`src/rtl/cfg_xlate_pkg.sv`:
```
package cfg_xlate_pkg;

  localparam int unsigned DEV_LSB  = 11;
  localparam int unsigned IDSEL_W  = 32 - DEV_LSB;

  localparam logic [3:0] CMD_IO_RD  = 4'b0010;
  localparam logic [3:0] CMD_IO_WR  = 4'b0011;
  localparam logic [3:0] CMD_CFG_RD = 4'b1010;
  localparam logic [3:0] CMD_CFG_WR = 4'b1011;

  localparam logic [31:0] ALL_ONES = 32'hFFFF_FFFF;

  typedef struct packed {
    logic       en;
    logic [7:0] bus;
    logic [4:0] dev;
    logic [2:0] fn;
    logic [5:0] rg;
  } cfg_sel_t;

  typedef enum logic [1:0] {
    ST_IDLE = 2'd0,
    ST_WAIT = 2'd1,
    ST_DONE = 2'd2
  } xact_state_e;

  typedef struct packed {
    logic               local_only;
    logic [3:0]         cmd;
    logic [31:0]        addr;
    logic [IDSEL_W-1:0] idsel;
    logic [3:0]         be;
    logic [31:0]        ldata;
  } xact_t;

  function automatic logic [1:0] low_lane(input logic [3:0] be);
    logic [1:0] r;
    r = 2'd0;
    for (int i = 3; i >= 0; i--) begin
      if (be[i]) r = 2'(i);
    end
    return r;
  endfunction

endpackage

```
`src/rtl/cfg_addr_port.sv`:
```
module cfg_addr_port
  import cfg_xlate_pkg::*;
(
  input  logic        clk,
  input  logic        rst_n,
  input  logic        wr_en,
  input  logic [31:0] wdata,
  output cfg_sel_t    sel,
  output logic [31:0] rdback
);

  cfg_sel_t sel_q;
  cfg_sel_t sel_d;

  always_comb begin
    sel_d     = sel_q;
    if (wr_en) begin
      sel_d.en  = wdata[31];
      sel_d.bus = wdata[23:16];
      sel_d.dev = wdata[15:11];
      sel_d.fn  = wdata[10:8];
      sel_d.rg  = wdata[7:2];
    end
  end

  always_ff @(posedge clk or negedge rst_n) begin
    if (!rst_n) sel_q <= '0;
    else        sel_q <= sel_d;
  end

  assign sel    = sel_q;
  assign rdback = {sel_q.en, 7'b0, sel_q.bus, sel_q.dev, sel_q.fn, sel_q.rg, 2'b00};

endmodule

```
`src/rtl/cfg_target_decode.sv`:
```
module cfg_target_decode
  import cfg_xlate_pkg::*;
(
  input  cfg_sel_t           sel,
  input  logic [7:0]         pri_bus,
  input  logic [7:0]         sub_bus,
  output logic               hit,
  output logic               hier,
  output logic [31:0]        addr,
  output logic [IDSEL_W-1:0] idsel
);

  logic [IDSEL_W-1:0] dev_hot;
  logic               dev_ok;
  logic               in_range;

  for (genvar g = 0; g < IDSEL_W; g++) begin : g_dev_hot
    assign dev_hot[g] = (sel.dev == 5'(g));
  end

  always_comb begin
    dev_ok   = |dev_hot;
    in_range = (sel.bus >= pri_bus) && (sel.bus <= sub_bus);
    hier     = (sel.bus != pri_bus);
    hit      = sel.en && in_range && (hier || dev_ok);
    idsel    = hier ? '0 : dev_hot;
    if (hier) addr = {8'h00, sel.bus, sel.dev, sel.fn, sel.rg, 2'b01};
    else      addr = {dev_hot, sel.fn, sel.rg, 2'b00};
  end

endmodule

```
`src/rtl/cfg_xact_fsm.sv`:
```
module cfg_xact_fsm
  import cfg_xlate_pkg::*;
(
  input  logic               clk,
  input  logic               rst_n,
  input  logic               io_req,
  input  logic               io_wr,
  input  logic [31:0]        io_wdata,
  input  xact_t              nxt,
  output logic               accept,
  output logic               io_ack,
  output logic [31:0]        io_rdata,
  output logic               bus_req,
  output logic [3:0]         bus_cmd,
  output logic [31:0]        bus_addr,
  output logic [3:0]         bus_be,
  output logic [IDSEL_W-1:0] bus_idsel,
  output logic [31:0]        bus_wdata,
  input  logic               bus_done,
  input  logic               bus_abort,
  input  logic [31:0]        bus_rdata
);

  xact_state_e state_q, state_d;
  logic        ld_fwd;
  logic        ld_resp;
  logic [31:0] resp_d;
  logic [31:0] resp_q;
  xact_t       cur_q;
  logic [31:0] wdat_q;

  always_comb begin
    state_d = state_q;
    ld_fwd  = 1'b0;
    ld_resp = 1'b0;
    resp_d  = resp_q;
    unique case (state_q)
      ST_IDLE: begin
        if (io_req) begin
          if (nxt.local_only) begin
            state_d = ST_DONE;
            ld_resp = 1'b1;
            resp_d  = nxt.ldata;
          end else begin
            state_d = ST_WAIT;
            ld_fwd  = 1'b1;
          end
        end
      end
      ST_WAIT: begin
        if (bus_done) begin
          state_d = ST_DONE;
          ld_resp = 1'b1;
          resp_d  = (bus_abort && !cur_q.cmd[0]) ? ALL_ONES : bus_rdata;
        end
      end
      ST_DONE: state_d = ST_IDLE;
      default: state_d = ST_IDLE;
    endcase
  end

  always_ff @(posedge clk or negedge rst_n) begin
    if (!rst_n) state_q <= ST_IDLE;
    else        state_q <= state_d;
  end

  always_ff @(posedge clk or negedge rst_n) begin
    if (!rst_n) begin
      cur_q  <= '0;
      wdat_q <= '0;
    end else if (ld_fwd) begin
      cur_q  <= nxt;
      wdat_q <= io_wdata;
    end
  end

  always_ff @(posedge clk or negedge rst_n) begin
    if (!rst_n)       resp_q <= '0;
    else if (ld_resp) resp_q <= resp_d;
  end

  assign accept    = (state_q == ST_IDLE) && io_req;
  assign io_ack    = (state_q == ST_DONE);
  assign io_rdata  = resp_q;
  assign bus_req   = (state_q == ST_WAIT);
  assign bus_cmd   = cur_q.cmd;
  assign bus_addr  = cur_q.addr;
  assign bus_be    = cur_q.be;
  assign bus_idsel = cur_q.idsel;
  assign bus_wdata = wdat_q;

  // request and its fields hold until the engine completes it
  assert_req_held_R9: assert property (@(posedge clk) disable iff (!rst_n)
    (bus_req && !bus_done) |=> (bus_req && $stable(bus_addr) && $stable(bus_cmd) && $stable(bus_be)));

  // the acknowledge follows the completion strobe by exactly one cycle
  assert_ack_after_done_R9: assert property (@(posedge clk) disable iff (!rst_n)
    (bus_req && bus_done) |=> (io_ack && !bus_req));

  // a master-aborted read comes back as all ones
  assert_abort_ones_R8: assert property (@(posedge clk) disable iff (!rst_n)
    (bus_req && bus_done && bus_abort && !bus_cmd[0]) |=> (io_rdata == ALL_ONES));

  // a request only starts from a pending processor access
  assert_req_from_cpu_R9: assert property (@(posedge clk) disable iff (!rst_n)
    $rose(bus_req) |-> $past(io_req));

endmodule

```
`src/rtl/cfg_access_xlate.sv`:
```
module cfg_access_xlate
  import cfg_xlate_pkg::*;
#(
  parameter int unsigned      IO_AW     = 16,
  parameter logic [IO_AW-1:0] ADDR_PORT = 'h0CF8,
  parameter logic [IO_AW-1:0] DATA_PORT = 'h0CFC
)(
  input  logic               clk,
  input  logic               rst_n,
  input  logic               io_req,
  input  logic               io_wr,
  input  logic [IO_AW-1:2]   io_addr,
  input  logic [3:0]         io_be,
  input  logic [31:0]        io_wdata,
  output logic               io_ack,
  output logic [31:0]        io_rdata,
  input  logic [7:0]         pri_bus,
  input  logic [7:0]         sub_bus,
  output logic               bus_req,
  output logic [3:0]         bus_cmd,
  output logic [31:0]        bus_addr,
  output logic [3:0]         bus_be,
  output logic [IDSEL_W-1:0] bus_idsel,
  output logic [31:0]        bus_wdata,
  input  logic               bus_done,
  input  logic               bus_abort,
  input  logic [31:0]        bus_rdata
);

  localparam int unsigned PAD_W = 32 - IO_AW;

  // reset: asserted asynchronously, released on the clock
  logic [1:0] rs_q;
  logic       rst_s;

  always_ff @(posedge clk or negedge rst_n) begin
    if (!rst_n) rs_q <= 2'b00;
    else        rs_q <= {rs_q[0], 1'b1};
  end
  assign rst_s = rs_q[1];

  cfg_sel_t           sel;
  logic [31:0]        sel_rd;
  logic               dec_hit;
  logic               dec_hier;
  logic [31:0]        dec_addr;
  logic [IDSEL_W-1:0] dec_idsel;
  logic               is_aport;
  logic               is_dport;
  logic               aport_full;
  logic               accept;
  logic               sel_wr;
  xact_t              nxt;

  assign is_aport   = (io_addr == ADDR_PORT[IO_AW-1:2]);
  assign is_dport   = (io_addr == DATA_PORT[IO_AW-1:2]);
  assign aport_full = is_aport && (io_be == 4'hF);
  assign sel_wr     = accept && aport_full && io_wr;

  cfg_addr_port u_sel (
    .clk    (clk),
    .rst_n  (rst_s),
    .wr_en  (sel_wr),
    .wdata  (io_wdata),
    .sel    (sel),
    .rdback (sel_rd)
  );

  cfg_target_decode u_dec (
    .sel     (sel),
    .pri_bus (pri_bus),
    .sub_bus (sub_bus),
    .hit     (dec_hit),
    .hier    (dec_hier),
    .addr    (dec_addr),
    .idsel   (dec_idsel)
  );

  always_comb begin
    nxt.local_only = 1'b0;
    nxt.cmd        = io_wr ? CMD_IO_WR : CMD_IO_RD;
    nxt.addr       = {{PAD_W{1'b0}}, io_addr, low_lane(io_be)};
    nxt.idsel      = '0;
    nxt.be         = io_be;
    nxt.ldata      = sel_rd;
    if (aport_full) begin
      nxt.local_only = 1'b1;
    end else if (is_dport) begin
      if (dec_hit) begin
        nxt.cmd   = io_wr ? CMD_CFG_WR : CMD_CFG_RD;
        nxt.addr  = dec_addr;
        nxt.idsel = dec_idsel;
      end else begin
        nxt.local_only = 1'b1;
        nxt.ldata      = ALL_ONES;
      end
    end
  end

  cfg_xact_fsm u_fsm (
    .clk       (clk),
    .rst_n     (rst_s),
    .io_req    (io_req),
    .io_wr     (io_wr),
    .io_wdata  (io_wdata),
    .nxt       (nxt),
    .accept    (accept),
    .io_ack    (io_ack),
    .io_rdata  (io_rdata),
    .bus_req   (bus_req),
    .bus_cmd   (bus_cmd),
    .bus_addr  (bus_addr),
    .bus_be    (bus_be),
    .bus_idsel (bus_idsel),
    .bus_wdata (bus_wdata),
    .bus_done  (bus_done),
    .bus_abort (bus_abort),
    .bus_rdata (bus_rdata)
  );

  // flat cycles select exactly one device and mirror it in the address
  assert_flat_onehot_R4: assert property (@(posedge clk) disable iff (!rst_s)
    (bus_req && bus_cmd[3:1] == 3'b101 && bus_addr[1:0] == 2'b00)
      |-> ($onehot(bus_idsel) && bus_addr[31:DEV_LSB] == bus_idsel));

  // hierarchical cycles drive no select line and leave the top byte clear
  assert_hier_clear_R6: assert property (@(posedge clk) disable iff (!rst_s)
    (bus_req && bus_cmd[3:1] == 3'b101 && bus_addr[1:0] == 2'b01)
      |-> (bus_idsel == '0 && bus_addr[31:24] == 8'h00));

  // a configuration request only appears while the selector is enabled
  assert_cfg_enabled_R3: assert property (@(posedge clk) disable iff (!rst_s)
    ($rose(bus_req) && bus_cmd[3:1] == 3'b101) |-> sel.en);

  // pass-through I/O never carries a select vector
  assert_io_noselect_R2: assert property (@(posedge clk) disable iff (!rst_s)
    (bus_req && bus_cmd[3:1] == 3'b001) |-> (bus_idsel == '0));

endmodule

```
`config.mk`:
```
export PLATFORM = sky130hd
export DESIGN_NAME = cfg_access_xlate
export DESIGN_NICKNAME = d
export VERILOG_FILES = /design/src/rtl/cfg_xlate_pkg.sv /design/src/rtl/cfg_addr_port.sv /design/src/rtl/cfg_target_decode.sv /design/src/rtl/cfg_xact_fsm.sv /design/src/rtl/cfg_access_xlate.sv
export SDC_FILE = /design/constraint.sdc
export NUM_CORES = 1
export LEC_CHECK = 0
export BUFFER_PORTS_ARGS = -buffer_cell sky130_fd_sc_hd__buf_4
export CAP_MARGIN = 20
export CORE_UTILIZATION = 53
export DETAILED_ROUTE_END_ITERATION = 10
export PLACE_DENSITY_LB_ADDON = 0.05
export SYNTH_ARGS = -nofsm -noshare
export SYNTH_HDL_FRONTEND = slang
export SYNTH_HIERARCHICAL = 1
export SYNTH_SLANG_ARGS = --single-unit
```
`constraint.sdc`:
```
create_clock -name clk -period 6.14 [get_ports clk]
set_clock_uncertainty 0.05 [all_clocks]
set_input_delay 1.228 -clock clk [delete_from_list [all_inputs] [get_ports clk]]
set_output_delay 1.228 -clock clk [all_outputs]
set_load 0.02 [all_outputs]
```
-- Yosys cells after proc, flatten, opt, wreduce, memory -nomap -nowiden
Index checks and enable logic that the tools add are counted.
- bits in registers: 152
- bits of input ports: 104
- output and inout port bits: 127
- order comparisons: 2
- equal/unequal tests: 29
- multiplexer cells: 32
- reductions and logical operators: 16
- operators by type and width (cell ; number):
    $mux 32 ; 8
    $mux 57 ; 2
    $pmux 32 s2 ; 1
    $mux 58 ; 1
    $eq 5x4->1 const B ; 8
    $eq 14x10->1 const B ; 2
    $eq 5x5->1 const B ; 5
    $mux 21 ; 1
    $reduce_or 21->1 ; 1
    $eq 5x3->1 const B ; 4
    $mux 2 ; 7
    $eq 5x2->1 const B ; 2
    $mux 1 ; 10
    $ge 8x8->1 ; 1
    $le 8x8->1 ; 1
    $logic_and 1x1->1 ; 8
    $ne 8x8->1 ; 1
    $eq 5x1->1 const B ; 1
    $logic_not 5->1 ; 1
    $reduce_and 5->1 ; 1
    $eq 4x4->1 const B ; 1
    $ne 2x1->1 const B ; 2
    $pmux 2 s2 ; 1
    $eq 2x1->1 const B ; 1
    other kinds (8) ; 8

-- Longest topological paths before layout
Gate-level depths: netlist of the first run.
- depth after elaboration: 11
- gate-level depth with buffers: 18
- mapped depth without buffers: 13

-- Cells and area by module
Netlist of the first run, hierarchy kept.
- modules (own cells, without submodules) (module ; times used ; cells an instance ; area an instance (um2)):
    cfg_xact_fsm ; 1 ; 350 ; 5195.0
    cfg_addr_port ; 1 ; 81 ; 1101.1
    cfg_access_xlate ; 1 ; 126 ; 924.6
    cfg_target_decode ; 1 ; 140 ; 924.6

-- Worst setup path before layout of the first run
Ideal clock, no wire load.
- path kind: input to register
- from: in pri_bus[7]
- to: reg u_fsm.resp_q[11], in the netlist u_fsm/io_rdata[11]
- library setup time: 0.126 ns
- data arrival time: 3.699 ns
- data required time: 5.964 ns
- path slack: 2.264 ns
- cell stages on the path: 17
- buffers on the path: 4
- cell sequence: inv_1 > ha_1 > nand4_1 > or2_4 > buf_6 > inv_2 > o211ai_1 > o2111a_1 > inv_1 > nand2_1 > clkbuf_1 > a21oi_1 > and4bb_1 > buf_4 > a21oi_4 > buf_6 > a221o_2
- RTL lines (element ; RTL line ; RTL):
    from (decl) ; cfg_access_xlate.sv:17 ; input logic [7:0] pri_bus,
    to (signal assigned) ; cfg_xact_fsm.sv:79 ; else if (ld_resp) resp_q <= resp_d;
    to (decl) ; cfg_xact_fsm.sv:28 ; logic [31:0] resp_q;

==> summary.log, run 1 <==
[power] Power Dens Cells 374 nW/um^2
[synth] post-synthesis simple-gate area fraction 8.79%
[critical_path] signal arrival time at the worst endpoint 4750 ps
[global_routing] wire length of the first global-routing pass 31.4 mm
[clock_tree] Clock Sink Count 152
[place] dpl hpwl 14.1 mm
[finish] Area growth, synth to finish 24.2%
[die] placement row count 44
[run] max-cap viol count 0
[route] mean routed wirelength per cell 18.5 um
[synth] most instantiated flip-flop cell in the synthesis netlist sky130_fd_sc_hd__dfrtp_1
[clock_tree] Clock Tree Buf Depth 2
[clock_tree] hold buffers post-CTS 0
[clock_tree] CTS tree yes
[timing] final hold vios 0
[die] die outline height 126 um
[critical_path] startpoint of the lowest-slack register-to-register path u_sel/rdback[23]
[synth] count of mapped cells out of synthesis 697
[synth] xor and xnor fraction of the mapped netlist area 0%
[route] Vias per Instance 5.42
[synth] combinational family with the most area after synthesis multiplexers
[critical_path] cell chain of the critical path buf_4, inv_1, ha_1, nand4_1, or2_4, inv_2, o211ai_1, o2111a_1, inv_1, nand2_1, buf_4, a21oi_1, and2b_4, buf_4, mux2_2
[route] total via count after detailed routing 5782
[synth] number of flops mapped to enable cells by yosys 0
[finish] total inserted antenna cells 0
[timing] Worst Hold Slack 96.9 ps
[critical_path] Bufs and invs on worst path 6
[global_routing] maximum number of pins on one net before global-route repair 78
[clock_tree] clock network latency to the later pin of the worst-skew pair 420 ps
[critical_path] r2r worst-path depth 13
[finish] Post-layout nets 990
[synth] Synth Area in Adders 2.46%
[die] core area 14800 um^2
[timing] summed negative setup slack over all endpoints 0 ps
[place] weighted congestion at the end of routability-driven global placement 0.797
[critical_path] endpoint class of the critical path flip-flop
[critical_path] required time at the endpoint of the critical path 6390 ps
[finish] Layout fillers 1137
[status] result of the run finished clean
[timing] Min Clock Period, post-route 4500 ps
[critical_path] logic depth of the worst setup path including buffers 15
[synth] count of synthesis-stage warnings from yosys 6
[synth] Cell variety after synth 57
[route] wire length after detailed routing 19.7 mm
[clock_tree] H-tree lvl count 4
[critical_path] origin of the worst setup path pri_bus[7]
[critical_path] capture point of the worst path u_fsm/bus_addr[9]
[critical_path] Worst Setup Path Type input port to flip-flop
[synth] number of synthesized register bits 152
[critical_path] cell type of the slowest stage on the worst timing path sky130_fd_sc_hd__and2b_4
[die] die footprint 15900 um^2
[critical_path] crit path max fanout 46
[timing] Slew Limit Fails 0
[timing] unrepaired setup endpoints after global routing false
[synth] Mapped Area 8150 um^2
[finish] most frequent cells in the layout 237 x sky130_fd_sc_hd__buf_4, 151 x sky130_fd_sc_hd__dfrtp_1, 59 x sky130_fd_sc_hd__mux2_1
[clock_tree] number of buffers added by the clock tree synthesis step 17
[critical_path] cell family with most CP delay simple AND/OR/NAND/NOR gates
[critical_path] type of element launching the critical path input port
[clock_tree] Setup Buffers After CTS 0
[synth] Synth Area in Compound Gates 12.7%
[timing] highest achievable clock rate 222 MHz
[die] count of boundary I/O pins 231
[synth] proportion of synthesized chip area in sequential cells 46.7%
[die] Horiz. Die Dim 126 um
[synth] average cell area after synthesis 11.7 um^2
[finish] share of final-layout standard cells stronger than drive strength 1 42.7%
[clock_tree] clk slew on worst S/H paths 60 ps
[global_routing] vias in the first global route 6014
[power] overall power consumption 3.78 mW
[finish] Util after Layout 68.5%
[timing] Slew @ Worst Pin 938 ps
[power] static leakage 5.24 nW
[critical_path] Reg2Reg Capture Point u_fsm/bus_addr[9]
[timing] Max-Slew Margin vs Limit 37.5%
[die] initial core utilization 55.2%
[worst_hold_path] type of the tightest min-delay check flip-flop to asynchronous set/reset pin
[power] peak supply drop 0.000264 V
[timing] fin crit share 73.3%
[finish] commonest non-fill, non-tap cell in the layout sky130_fd_sc_hd__buf_4
[place] Inst Count DP 1033
[global_routing] total routing usage reported by global routing 25.5%
[clock_tree] Clock Root Buffer sky130_fd_sc_hd__clkbuf_16
[place] # port buffers 230
[global_routing] remaining global-route overflow 0
[critical_path] Critical Path Max Stage Delay 780 ps
[synth] share of synthesized flip-flops with an asynchronous set or reset 100%
[route] DR iter-0 viols 310
[global_routing] antenna violations before repair 0
[synth] mux cell area share after synthesis 17.3%
[critical_path] setup slack on the worst flop-to-flop path 2070 ps
[route] post-route ant nets 0
[clock_tree] number of instances resized during post-cts repair 0
[finish] post-route non-filler standard cell count 1067
[timing] count of final setup violators 0
[critical_path] cell with the most instances on the worst path sky130_fd_sc_hd__buf_4
[route] number of detailed-routing iterations run before antenna repair 4
[route] # DRC 0
==> layout make-up <==
class / instances / area [um^2] / share of cell area [%]
Clock inverter: 12 / 128 / 1.26
Tap cell: 184 / 230 / 2.28
Multi-Input combinational cell: 401 / 3410 / 33.7
Sequential cell: 152 / 3810 / 37.6
Inverter: 58 / 218 / 2.15
Timing Repair Buffer: 240 / 1860 / 18.4
Clock buffer: 20 / 457 / 4.52
==> cell usage after synthesis (12+ instances only) <==
cell type,count,area (um^2)
sky130_fd_sc_hd__a21o_1,18,135
sky130_fd_sc_hd__a21oi_1,41,205
sky130_fd_sc_hd__a221o_2,25,282
sky130_fd_sc_hd__and2_1,37,231
sky130_fd_sc_hd__buf_4,55,413
sky130_fd_sc_hd__dfrtp_1,152,3800
sky130_fd_sc_hd__ha_1,16,200
sky130_fd_sc_hd__inv_1,57,214
sky130_fd_sc_hd__mux2_1,59,664
sky130_fd_sc_hd__mux2_2,58,653
sky130_fd_sc_hd__nor2_1,12,45.0
sky130_fd_sc_hd__o21bai_1,32,240
==> where the power goes <==
| group | leakage [nW] | switching (mW) | internal, mW |
|---|---|---|---|
| clock | 0.278 | 0.414 | 0.618 |
| sequential | 1.93 | 0.165 | 1.27 |
| combinational | 3.03 | 0.682 | 0.634 |
| total | 5.24 | 1.26 | 2.52 |
==> worst reg2reg max path, delay by kind of cell, from the launching register on <==
family                   cells  cell delay, ps
AO/OA/AOI/OAI                3             510
flip-flops                   1             460
multiplexers                 1             400
AND/OR/NAND/NOR              4            1280
adder cells (fa/ha/maj)      1             340
buffers and inverters        4             910
==> sequential cells by signal (all words and copies together) (netlist names) <==
signal,flops
u_fsm/bus_addr,32
u_fsm/bus_wdata,32
u_fsm/io_rdata,32
u_sel/rdback,23
u_fsm/bus_idsel,21
u_fsm/bus_be,4
u_fsm/bus_cmd,4
rs_q,2
u_fsm/state_q,2
==> cells by family after synthesis <==
logic type / Yosys count
buffers and inverters: 153
DFF: 152
AOI/OAI and AO/OA: 137
muxes: 123
and+or+nand+nor: 112
adders and majority gates: 16
other: 4
==> per-stage QoR <==
step | setup WS, ps | area, um^2
floorplan | 1540 | 8180
global placement | 1340 | 9450
detailed placement | 1220 | 9470
CTS | 1640 | 10100
global route | 1400 | 10100
finish | 1640 | 10100
==> metal layers <==
metal  track usage, %  routed length (um)  vias up
met5                0                   0        -
met3             5.69                 997       20
met1             32.7                8470     2870
met2             42.8                9970      170
li1                 -                   -     2722
met4             8.01                 253        0
==> worst min-delay path by stage <==
stage | cells past startpoint | startpoint | endpoint | slack, ps
floorplan | 0 | rs_q[0] | rs_q[1] | 280
global placement | 0 | rs_q[0] | rs_q[1] | 290
detailed placement | 0 | rs_q[0] | rs_q[1] | 290
CTS | 0 | rs_q[0] | rs_q[1] | 310
global route | 0 | rs_q[1] | u_fsm/bus_wdata[30] | 110
finish | 0 | rs_q[1] | u_fsm/bus_wdata[1] | 100
Power figures use the tool's default switching activity.
==> run 2, diff against run 1 <==
- ABC_AREA: default -> 1
- CORE_UTILIZATION: 53 -> 54
- clock period: 6.14 -> 4.7 ns (I/O delays scaled with it)
==> run 2 against run 1 <==
Total power rose by 30%; worst setup slack got worse by 490 ps; clock-buffer cell count did not move; register-to-register slack got worse by 810 ps; critical endpoint is now u_fsm/io_rdata[15].
==> summary.log, run 2 <==
[status] result of the run finished clean
[route] met3 WL 1.79 mm
[synth] average cell area after synthesis 6.82 um^2
[clock_tree] number of buffers added by the clock tree synthesis step 17
[global_routing] antenna violations before repair 0
[die] count of boundary I/O pins 231
[route] wire length after detailed routing 24.0 mm
[timing] final hold vios 0
[synth] Mapped Area 8910 um^2
[finish] commonest non-fill, non-tap cell in the layout sky130_fd_sc_hd__nand2_1
[synth] count of mapped cells out of synthesis 1307
[critical_path] cell with the most instances on the worst path sky130_fd_sc_hd__nand2_1
[global_routing] maximum number of pins on one net before global-route repair 96
[timing] summed negative setup slack over all endpoints 0 ps
[critical_path] Critical Path Max Stage Delay 480 ps
[finish] share of final-layout standard cells stronger than drive strength 1 20.9%
[timing] unrepaired setup endpoints after global routing false
[synth] most instantiated flip-flop cell in the synthesis netlist sky130_fd_sc_hd__dfrtp_1
[worst_hold_path] type of the tightest min-delay check flip-flop to asynchronous set/reset pin
[critical_path] crit path max fanout 34
[critical_path] Reg2Reg Capture Point u_fsm/io_rdata[15]
[critical_path] startpoint of the lowest-slack register-to-register path u_sel/rdback[22]
[die] die footprint 17000 um^2
[global_routing] remaining global-route overflow 0
[synth] main area contributors after synthesis sky130_fd_sc_hd__dfrtp_1 43%, sky130_fd_sc_hd__nand2_1 26%, sky130_fd_sc_hd__nand3_1 6.2%
[clock_tree] CTS tree yes
[critical_path] cell chain of the critical path buf_4, inv_1, ha_1, nand2_1, nor2_4, nand2_4, nand2_1, nor2_1, nand2_1, nand2_1, nor2_1, clkinv_1, nand3_2, nand2_1, nand2_1, inv_1, nand2_1, nand2_2, buf_4, inv_2, nand2_1, nand2_1
[synth] fraction of synthesized cell area taken by the top area cell type 42.7%
[clock_tree] number of instances resized during post-cts repair 0
[route] number of detailed-routing iterations run before antenna repair 5
[timing] count of final setup violators 0
[synth] number of flops mapped to enable cells by yosys 0
[critical_path] setup slack on the worst flop-to-flop path 1260 ps
[critical_path] r2r worst-path depth 20
[die] placement row count 46
[synth] count of synthesis-stage warnings from yosys 6
[place] weighted congestion at the end of routability-driven global placement 0.888
[route] DR iter-0 viols 620
[synth] Cell variety after synth 34
[synth] leading cell type by number of instances after synthesis sky130_fd_sc_hd__nand2_1
[critical_path] type of element launching the critical path input port
[critical_path] required time at the endpoint of the critical path 5010 ps
[global_routing] vias in the first global route 7380
[power] overall power consumption 4.93 mW
[power] static leakage 6.41 nW
[clock_tree] hold buffers post-CTS 0
[critical_path] Bufs and invs on worst path 6
[run] max-cap viol count 0
[timing] highest achievable clock rate 281 MHz
[die] initial core utilization 55.7%
[timing] Max-Slew Margin vs Limit 31.7%
[timing] Slew @ Worst Pin 1020 ps
[clock_tree] Clock Tree Buf Depth 2
[clock_tree] clock network latency to the later pin of the worst-skew pair 420 ps
[route] total via count after detailed routing 8312
[route] post-route met1 wirelength 11.3 mm
[critical_path] signal arrival time at the worst endpoint 3860 ps
[clock_tree] Clock Root Buffer sky130_fd_sc_hd__clkbuf_16
[route] DR WL met2 10.5 mm
[timing] Slew Limit Fails 0
[synth] share of synthesized flip-flops with an asynchronous set or reset 100%
[finish] Post-layout nets 1584
[route] # DRC 0
[finish] Util after Layout 68.5%
[critical_path] cell type of the slowest stage on the worst timing path sky130_fd_sc_hd__inv_2
[clock_tree] Setup Buffers After CTS 0
[die] core area 16000 um^2
[clock_tree] clk slew on worst S/H paths 70 ps
[synth] proportion of synthesized chip area in sequential cells 42.7%
[synth] Commonest cells post-synth 625 x sky130_fd_sc_hd__nand2_1, 152 x sky130_fd_sc_hd__dfrtp_1, 145 x sky130_fd_sc_hd__inv_1
[place] dpl hpwl 16.7 mm
[power] Power Dens Cells 450 nW/um^2
[finish] post-route non-filler standard cell count 1693
[global_routing] wire length of the first global-routing pass 37.7 mm
[timing] Worst Hold Slack 95.8 ps
[global_routing] total routing usage reported by global routing 28.8%
[place] # port buffers 230
[die] Horiz. Die Dim 130 um
[finish] Area growth, synth to finish 22.9%
[place] Inst Count DP 1658
[finish] most frequent cells in the layout 624 x sky130_fd_sc_hd__nand2_1, 239 x sky130_fd_sc_hd__buf_4, 151 x sky130_fd_sc_hd__dfrtp_1
[route] highest routed layer met4
[synth] post-synth top area cell sky130_fd_sc_hd__dfrtp_1
[critical_path] Worst Setup Path Type input port to flip-flop
[finish] flip-flop and latch area 3810 um^2
[route] Vias per Instance 4.91
[critical_path] endpoint class of the critical path flip-flop
[finish] total inserted antenna cells 0
[route] mean routed wirelength per cell 14.2 um
[clock_tree] Clock Sink Count 152
[critical_path] cell family with most CP delay simple AND/OR/NAND/NOR gates
[synth] number of synthesized register bits 152
[timing] Min Clock Period, post-route 3550 ps
[finish] Layout fillers 1470
[timing] fin crit share 75.6%
[power] peak supply drop 0.000361 V
[route] post-route ant nets 0
[finish] footprint of the multi-input gates 3860 um^2
[clock_tree] H-tree lvl count 4
[die] die outline height 130 um
run 2: logic make-up after synthesis:
logic type / synth area share (%)
fa+ha+maj: 2.25
flops: 42.7
compound gates: 1.85
buf+inv: 14.6
simple gates: 38.4
other cells: 0.168
run 2: how the worst max path moves through the flow:
stage	startpoint	end	cells after the start
floorplan	rs_q[1]	u_fsm/bus_addr[0]	0
global placement	pri_bus[7]	u_fsm/bus_cmd[0]	18
detailed placement	pri_bus[7]	u_fsm/io_rdata[5]	22
CTS	pri_bus[7]	u_fsm/io_rdata[5]	22
global route	pri_bus[7]	u_fsm/io_rdata[3]	22
finish	pri_bus[7]	u_fsm/io_rdata[15]	22
run 2: metal layers:
metal  up-vias  GRT usage [%]
li1       4174              -
met3        28           6.51
met2       305           42.4
met1      3805           41.8
met4         0           9.74
met5         -              0
run 2: stage by stage:
| step | setup WS (ps) | area (um^2) |
|---|---|---|
| final | 1150 | 11000 |
| after global routing | 752 | 11000 |
| after detailed placement | 701 | 10300 |
| after floorplan | 101 | 8940 |
| after CTS | 1140 | 10900 |
| after global placement | 825 | 10300 |
run 2: area by class of cell:
type | count | area share (%)
clock buffers | 20 | 4.17
clock inverters | 12 | 0.857
inverters | 151 | 5.17
multi-input cells | 899 | 35.3
flip-flops and latches | 152 | 34.8
well taps | 216 | 2.47
repair buffers | 243 | 17.3
run 2: report_power, final:
group	total [mW]	leakage (nW)	internal [mW]	switching (mW)
clock network	1.29	0.263	0.709	0.578
logic	1.80	4.15	0.699	1.11
registers	1.84	2.00	1.63	0.202
total	4.93	6.41	3.04	1.89
run 2: worst register-to-register path: cells and delay by family, from the launching register on:
kind	cells	cell delay, ps
adder cells (fa/ha/maj)	1	330
buffers and inverters	4	1050
flip-flops	1	470
AND/OR/NAND/NOR	15	1460
